===== src/rtl/cds_pkg.sv =====
package cds_pkg;
    localparam int WORD_W    = 10;
    localparam int COMMA_LEN = 7;
    localparam int CNT_W     = $clog2(WORD_W);
    localparam int PH_W      = $clog2(WORD_W);
    localparam logic [COMMA_LEN-1:0] COMMA_PAT = 7'b1111100;

    typedef logic [WORD_W-1:0] word_t;

    typedef struct packed {
        logic  boundary;
        logic  comma;
        word_t word;
    } frame_ev_t;

    function automatic logic is_comma(input word_t w);
        return w[COMMA_LEN-1:0] == COMMA_PAT;
    endfunction
endpackage


===== src/rtl/cds_framer.sv =====
module cds_framer
    import cds_pkg::*;
(
    input  logic      clk,
    input  logic      rst,
    input  logic      ser_bit,
    input  logic      align_en,
    output frame_ev_t ev
);
    localparam logic [CNT_W-1:0] CNT_LAST = CNT_W'(WORD_W - 1);

    word_t            win_q;
    logic [CNT_W-1:0] cnt_q;
    word_t            win_nx;
    logic             hit;

    always_comb begin
        win_nx      = {ser_bit, win_q[WORD_W-1:1]};
        hit         = align_en && is_comma(win_nx);
        ev.word     = win_nx;
        ev.comma    = hit;
        ev.boundary = hit || (cnt_q == CNT_LAST);
    end

    always_ff @(posedge clk) begin
        if (rst) begin
            win_q <= '0;
            cnt_q <= '0;
        end else begin
            win_q <= win_nx;
            if (ev.boundary) cnt_q <= '0;
            else             cnt_q <= cnt_q + 1'b1;
        end
    end
endmodule


===== src/rtl/cds_clkgen.sv =====
module cds_clkgen
    import cds_pkg::*;
(
    input  logic      clk,
    input  logic      rst,
    input  frame_ev_t ev,
    output word_t     word_out,
    output logic      byte_clk1,
    output logic      byte_clk0,
    output logic      sync_pulse
);
    localparam logic [PH_W-1:0] PH_FULL = PH_W'(WORD_W - 1);

    logic            sel_q;
    logic            par_q;
    logic [PH_W-1:0] ph_q;
    word_t           word_q;
    logic            sync_q;
    logic            par_nx;
    logic            step;

    // Parity says which clock the current word belongs to; commas force clk1.
    always_comb begin
        par_nx = ev.comma ? 1'b1 : ~par_q;
        step   = ev.boundary && (ph_q == PH_FULL) && (sel_q != par_nx);
    end

    always_ff @(posedge clk) begin
        if (rst) begin
            sel_q  <= 1'b0;
            par_q  <= 1'b0;
            ph_q   <= PH_FULL;
            word_q <= '0;
            sync_q <= 1'b0;
        end else begin
            sync_q <= ev.comma;
            if (ev.boundary) par_q <= par_nx;
            if (step) begin
                sel_q  <= ~sel_q;
                word_q <= ev.word;
                ph_q   <= '0;
            end else if (ph_q != PH_FULL) begin
                ph_q <= ph_q + 1'b1;
            end
        end
    end

    assign word_out   = word_q;
    assign byte_clk1  = sel_q;
    assign byte_clk0  = ~sel_q;
    assign sync_pulse = sync_q;
endmodule


===== src/rtl/comma_deser.sv =====
module comma_deser
    import cds_pkg::*;
(
    input  logic              clk,
    input  logic              rst,
    input  logic              ser_bit,
    input  logic              align_en,
    output logic [WORD_W-1:0] word_out,
    output logic              byte_clk1,
    output logic              byte_clk0,
    output logic              sync_pulse
);
    frame_ev_t ev;

    cds_framer u_framer (
        .clk      (clk),
        .rst      (rst),
        .ser_bit  (ser_bit),
        .align_en (align_en),
        .ev       (ev)
    );

    cds_clkgen u_clkgen (
        .clk        (clk),
        .rst        (rst),
        .ev         (ev),
        .word_out   (word_out),
        .byte_clk1  (byte_clk1),
        .byte_clk0  (byte_clk0),
        .sync_pulse (sync_pulse)
    );
endmodule


===== config.mk =====
export PLATFORM = sky130hd
export DESIGN_NAME = comma_deser
export DESIGN_NICKNAME = d
export VERILOG_FILES = /design/src/rtl/cds_pkg.sv /design/src/rtl/cds_framer.sv /design/src/rtl/cds_clkgen.sv /design/src/rtl/comma_deser.sv
export SDC_FILE = /design/constraint.sdc
export NUM_CORES = 1
export LEC_CHECK = 0
export BUFFER_PORTS_ARGS = -buffer_cell sky130_fd_sc_hd__buf_2
export CAP_MARGIN = 0
export CORE_MARGIN = 4
export CORE_UTILIZATION = 30
export CTS_CLUSTER_SIZE = 12
export DETAILED_ROUTE_END_ITERATION = 7
export GPL_TIMING_DRIVEN = 1
export PLACE_DENSITY_LB_ADDON = 0.25
export SYNTH_ARGS = -nofsm -noshare
export SYNTH_HDL_FRONTEND = slang
export SYNTH_SLANG_ARGS = --single-unit

===== constraint.sdc =====
create_clock -name clk -period 3.1 [get_ports clk]
set_input_delay 0.465 -clock clk [delete_from_list [all_inputs] [get_ports clk]]
set_output_delay 0.465 -clock clk [all_outputs]
set_load 0.01 [all_outputs]

Word level (Yosys, flattened, before mapping):

Index checks and enable logic that the tools add are counted.

* shift operators: 0
* add/subtract/negate cells: 2
* mux-type cells: 3
* $mul: 0
* div/mod/pow operators: 0
* reductions and logical operators: 7
* equality and inequality tests: 5
* bitwise operators: 2
* order comparisons: 0

Operators with widths (count)
* $add A4 B1 Y4 const B: 2
* $eq A4 B4 Y1 const B: 2
* $mux W4: 2
* $eq A7 B7 Y1 const B: 1
* $ne A4 B4 Y1 const B: 1
* $reduce_or A2 Y1: 2
* $logic_and A1 B1 Y1: 3
* $not A1 Y1: 2
* $reduce_bool A2 Y1: 1
* $logic_or A1 B1 Y1: 1
* $mux W1: 1
* $ne A1 B1 Y1: 1

* bits in read-only memories: 0
* register bits: 31
* bits in latches: 0
* output and inout port bits: 13
* bits of input ports: 4
* bits in writable memories: 0
* memories: 0

Longest topological paths before layout:

* depth in word-level cells: 6
* mapped depth: 8

By module:

From an unflattened synthesis, not the netlist that was laid out.

* cells, all modules: 120
* area total of the unflattened synthesis: 1253.7 um^2

By module, submodules not included
* cds_clkgen: area each 783.3 um^2, times used 1, cells each 79
* cds_framer: area each 470.5 um^2, times used 1, cells each 41

Least setup slack after synthesis:

Ideal clock, no wire load.

* path kind: input -> register
* start point: in align_en
* end point: reg u_clkgen.word_q[4], in the netlist u_clkgen.word_out[4]
* stages: 5
* data required time: 2979 ps
* setup slack: 1330 ps
* arrival: 1648 ps
* cell sequence: nand4_2 o41a_1 o32ai_4 buf_12 mux2_4

* cells in the longest elaborated chain, start to end: 4
* elaborated cells on any way between the ends: 6
* classes of those cells: eq/ne (1); mux (1); reduce/logical (4)

Ends and longest elaborated chain
* start: declaration: line comma_deser.sv:7 `input logic align_en,`
* $logic_and A1 B1 Y1 *: line cds_framer.sv:19 `hit = align_en && is_comma(win_nx);`
* $mux W1 / $logic_or A1 B1 Y1 (equally long branches): line cds_clkgen.sv:24, cds_framer.sv:22
* $ne A1 B1 Y1 / $logic_and A1 B1 Y1 (equally long branches): line cds_clkgen.sv:25 `step = ev.boundary && (ph_q == PH_FULL) && (sel_q != par_nx);`
* $logic_and A1 B1 Y1 *: line cds_clkgen.sv:25
* end signal: assignment: line cds_clkgen.sv:40 `word_q <= ev.word;`
* end: declaration: line cds_clkgen.sv:17 `word_t word_q;`

Every way passes the cells marked *; elsewhere a longest branch is shown, timed or not.
A chain may end at the register's enable or synchronous reset.

Worst setup path in the final report:

* start point: reg u_clkgen.ph_q[0]
* end point: reg u_clkgen.word_q[2], in the netlist u_clkgen.word_out[2]

* cells in the longest elaborated chain, start to end: 3

Ends and longest elaborated chain
* start: declaration: line cds_clkgen.sv:16 `logic [PH_W-1:0] ph_q;`
* start signal: assignment: line cds_clkgen.sv:43 `ph_q <= ph_q + 1'b1;`
* $eq A4 B4 Y1: line cds_clkgen.sv:25
* $logic_and A1 B1 Y1 (2 in series): line cds_clkgen.sv:25

No other way between the ends.

==> flow_summary.ini <==
[run_status]
status = finished, final reports clean

[power_and_ir_drop]
intPower_w = 0.000686
p_per_area_nw_per_um2 = 641
p_seq_share_pct = 46.1
p_comb_share_pct = 11.6
power_frac_clock_pct = 42.2
peakVddDrop_mv = 0.249
switchingPower_w = 0.000235
p_leak_nw = 0.591
swShare_pct = 25.6

[clock_network]
cts_tree = built
numCtsBuffers = 5
clockBufferDepth = 2
post_cts_buffers = 0
cts_root_buf = clkbuf_8
clk_latency_ns = 0.28
cts_resized = 0
htree_levels = 2
clk_pin_slew_ns = 0.07
cts-hold-fix-buffers = 0
numClockSinks = 30

[timing]
drv_slew = 0
grt_setup_unrepaired = no
tns_ns = 0
setup_viol = 0
max_slew.worst_pin.slew_ns = 0.765
layout_min_cycle_time_ns = 2.21
fin_skew_ns = 0.00314
fin_ws_ns = 0.889
fin_crit_sh_pct = 71.3
fmax_mhz = 452
hold_viol_final = 0
slew_headroom_pct = 49.0
timing.hold.ws_ns = 0.443

[global_route]
gr-usage-met3_pct = 4.71
grtUsageMet2_pct = 12.0
top_usage_layer = met2
grt_pass1_vias = 747
overflow = 0
grtUsageMet1_pct = 11.8
grt_max_degree = 29
grtUsageTotal_pct = 9.28
grt_pass1_wl_mm = 3.55
antenna_found_initial = 0

[floorplanning]
die_area_sq_um = 5180
core_area_sq_um = 3800
io_pins = 17
die_h_um = 72.0
fp.dieW_um = 72.0
num_rows = 22
start_util_pct = 32.3

[critical_path]
critical_path_class = flop to flop
slowest_stage = o32ai_4
worstPathMaxFanout = 13
crit-reg2reg-launch = u_clkgen.ph_q[0]
crit_path_max_incr_delay_ns = 0.65
startpoint_type = flop
end_kind = flop
r2r_slack_ns = 0.89
rr_worst_depth = 5
crit_arrival_ns = 2.38
crit_chain = ha_1, and3b_1, nand2_1, o32ai_4, mux2_2
r2r-end = u_clkgen.word_out[2]
required_ns = 3.27

[worst_hold_path]
hp-class = input port to flop
hold_depth = 2
hold_end = u_framer.win_q[9]
hp-start = ser_bit

[placement]
dp_slack_ns = 0.885
dpl_cell_area_sq_um = 1330
hpwl_mm = 1.44
port_buffers = 16
placed_cells = 169
gp_congestion = 0.742

[synthesis]
synthTopCellsByCount = dfxtp_1, nor2b_1, nor2_1, mux2_4, nand2_1
synth_ff_type = dfxtp_1
synthArstFlopShare_pct = 0
synthTopCellsByArea = dfxtp_1, nor2b_1, mux2_4, ha_1, nor2_1
synth_cells = 110
synth.most_common_cell = dfxtp_1
netlist_area_sq_um = 1230
netlist.area_leader.share_pct = 48.9
seq_area_frac_synth_pct = 48.9
synth_edf_count = 0
yosys.area.top_type = dfxtp_1
synth_seq_cells = 30
ys.warnings.count = 0
avgSynthCellArea_sq_um = 11.2
syn_nets = 118
synth_cell_types = 29

[route]
ant_nets = 0
drt_iter0_drc = 38
avgRoutedWirePerCell_um = 12.1
vias_per_cell = 4.53
drc = 0
finalWirelength_mm = 2.15
drt-pass1-iter-count = 4
vias = 802

[finish]
layout.area.seq_sq_um = 601
fin_area_sq_um = 1440
nets = 136
drive_gt1_share_pct = 27.9
antenna_cells = 0
multi_input_area_sq_um = 577
area_delta_synth_final_pct = 17.1
stdcell_count = 177
fill_cells = 381

[job]
drv_cap = 0
-- registers in the layout, summed over array words and instances, names as in the netlist --
name	flops
u_clkgen.par_q	1
u_clkgen.byte_clk1	1
u_clkgen.word_out	10
u_clkgen.sync_pulse	1
u_clkgen.ph_q	4
u_framer.win_q	9
u_framer.cnt_q	4
-- layout make-up --
cell class | count | area share, %
Clock buffer | 5 | 4.79
Clock inverter | 3 | 2.79
Inverter | 3 | 0.783
Multi-Input combinational cell | 72 | 40.1
Sequential cell | 30 | 41.8
Tap cell | 48 | 4.18
Timing Repair Buffer | 16 | 5.57
-- power by group through the flow --
stage	Clock (W)	Sequential (W)	Combinational [W]
floorplan	0	0.000429	0.000102
detailed placement	0	0.000433	0.000107
global route	0.000416	0.000427	0.000121
finish	0.000389	0.000425	0.000107
CTS	0.000401	0.000424	0.000109
global placement	0	0.000431	0.000101
-- layout by cell type (no fill, tap or decap), drive strengths merged --
master,count
dfxtp,30
nor2b,18
buf,16
nor2,9
mux2,9
nand2,5
clkbuf,5
ha,4
inv,3
xnor2,3
and3b,2
nand3,2
xor2,2
nor3,2
a21oi,2
o21ai,2
nand2b,2
clkinv,2
nand4,1
nor4,1
or3,1
nand4bb,1
o41a,1
o32ai,1
or4,1
o21bai,1
a221oi,1
mux2i,1
bufinv,1
-- logic make-up (layout without fill, tap and decap cells) --
| kind of cell | Yosys count | in the layout | synth area share (%) |
|---|---|---|---|
| and+or+nand+nor | 45 | 45 | 22.3 |
| muxes | 10 | 10 | 10.9 |
| adders and majority gates | 4 | 4 | 4.08 |
| DFF | 30 | 30 | 48.9 |
| buffers and inverters | 8 | 27 | 4.08 |
| AOI/OAI and AO/OA | 8 | 8 | 6.12 |
| xor gates and xnor gates | 5 | 5 | 3.57 |
-- through the flow --
step                      util, %  power (W)
after floorplan                 -   0.000531
after global placement       35.0   0.000532
after detailed placement     35.0   0.000541
after CTS                    37.8   0.000934
after global routing         37.8   0.000964
final                        37.8   0.000921
-- worst max path at each step --
stage	from	endpoint	slack, ns	depth (start not counted)
floorplan	align_en	u_clkgen.word_out[4]	1.33	5
global placement	u_clkgen.ph_q[0]	u_clkgen.word_out[2]	0.99	5
detailed placement	u_clkgen.ph_q[0]	u_clkgen.word_out[2]	0.89	5
CTS	u_clkgen.ph_q[0]	u_clkgen.word_out[2]	0.86	5
global route	u_clkgen.ph_q[0]	u_clkgen.word_out[2]	0.75	5
finish	u_clkgen.ph_q[0]	u_clkgen.word_out[2]	0.89	5
-- per-layer routing --
layer	wire length, um	share of wire, %
met1	1020	48
met2	911	42
met3	147	6.8
met4	66	3.1
met5	0	0
-- critical path, delay by kind of cell, from the launching register on --
kind                       cells  cell delay [ns]
AOI/OAI and AO/OA              1             0.65
and+or+nand+nor                2             0.47
muxes                          1             0.41
DFF                            1             0.40
adders and majority gates      1             0.17
Power figures use the tool's default switching activity.
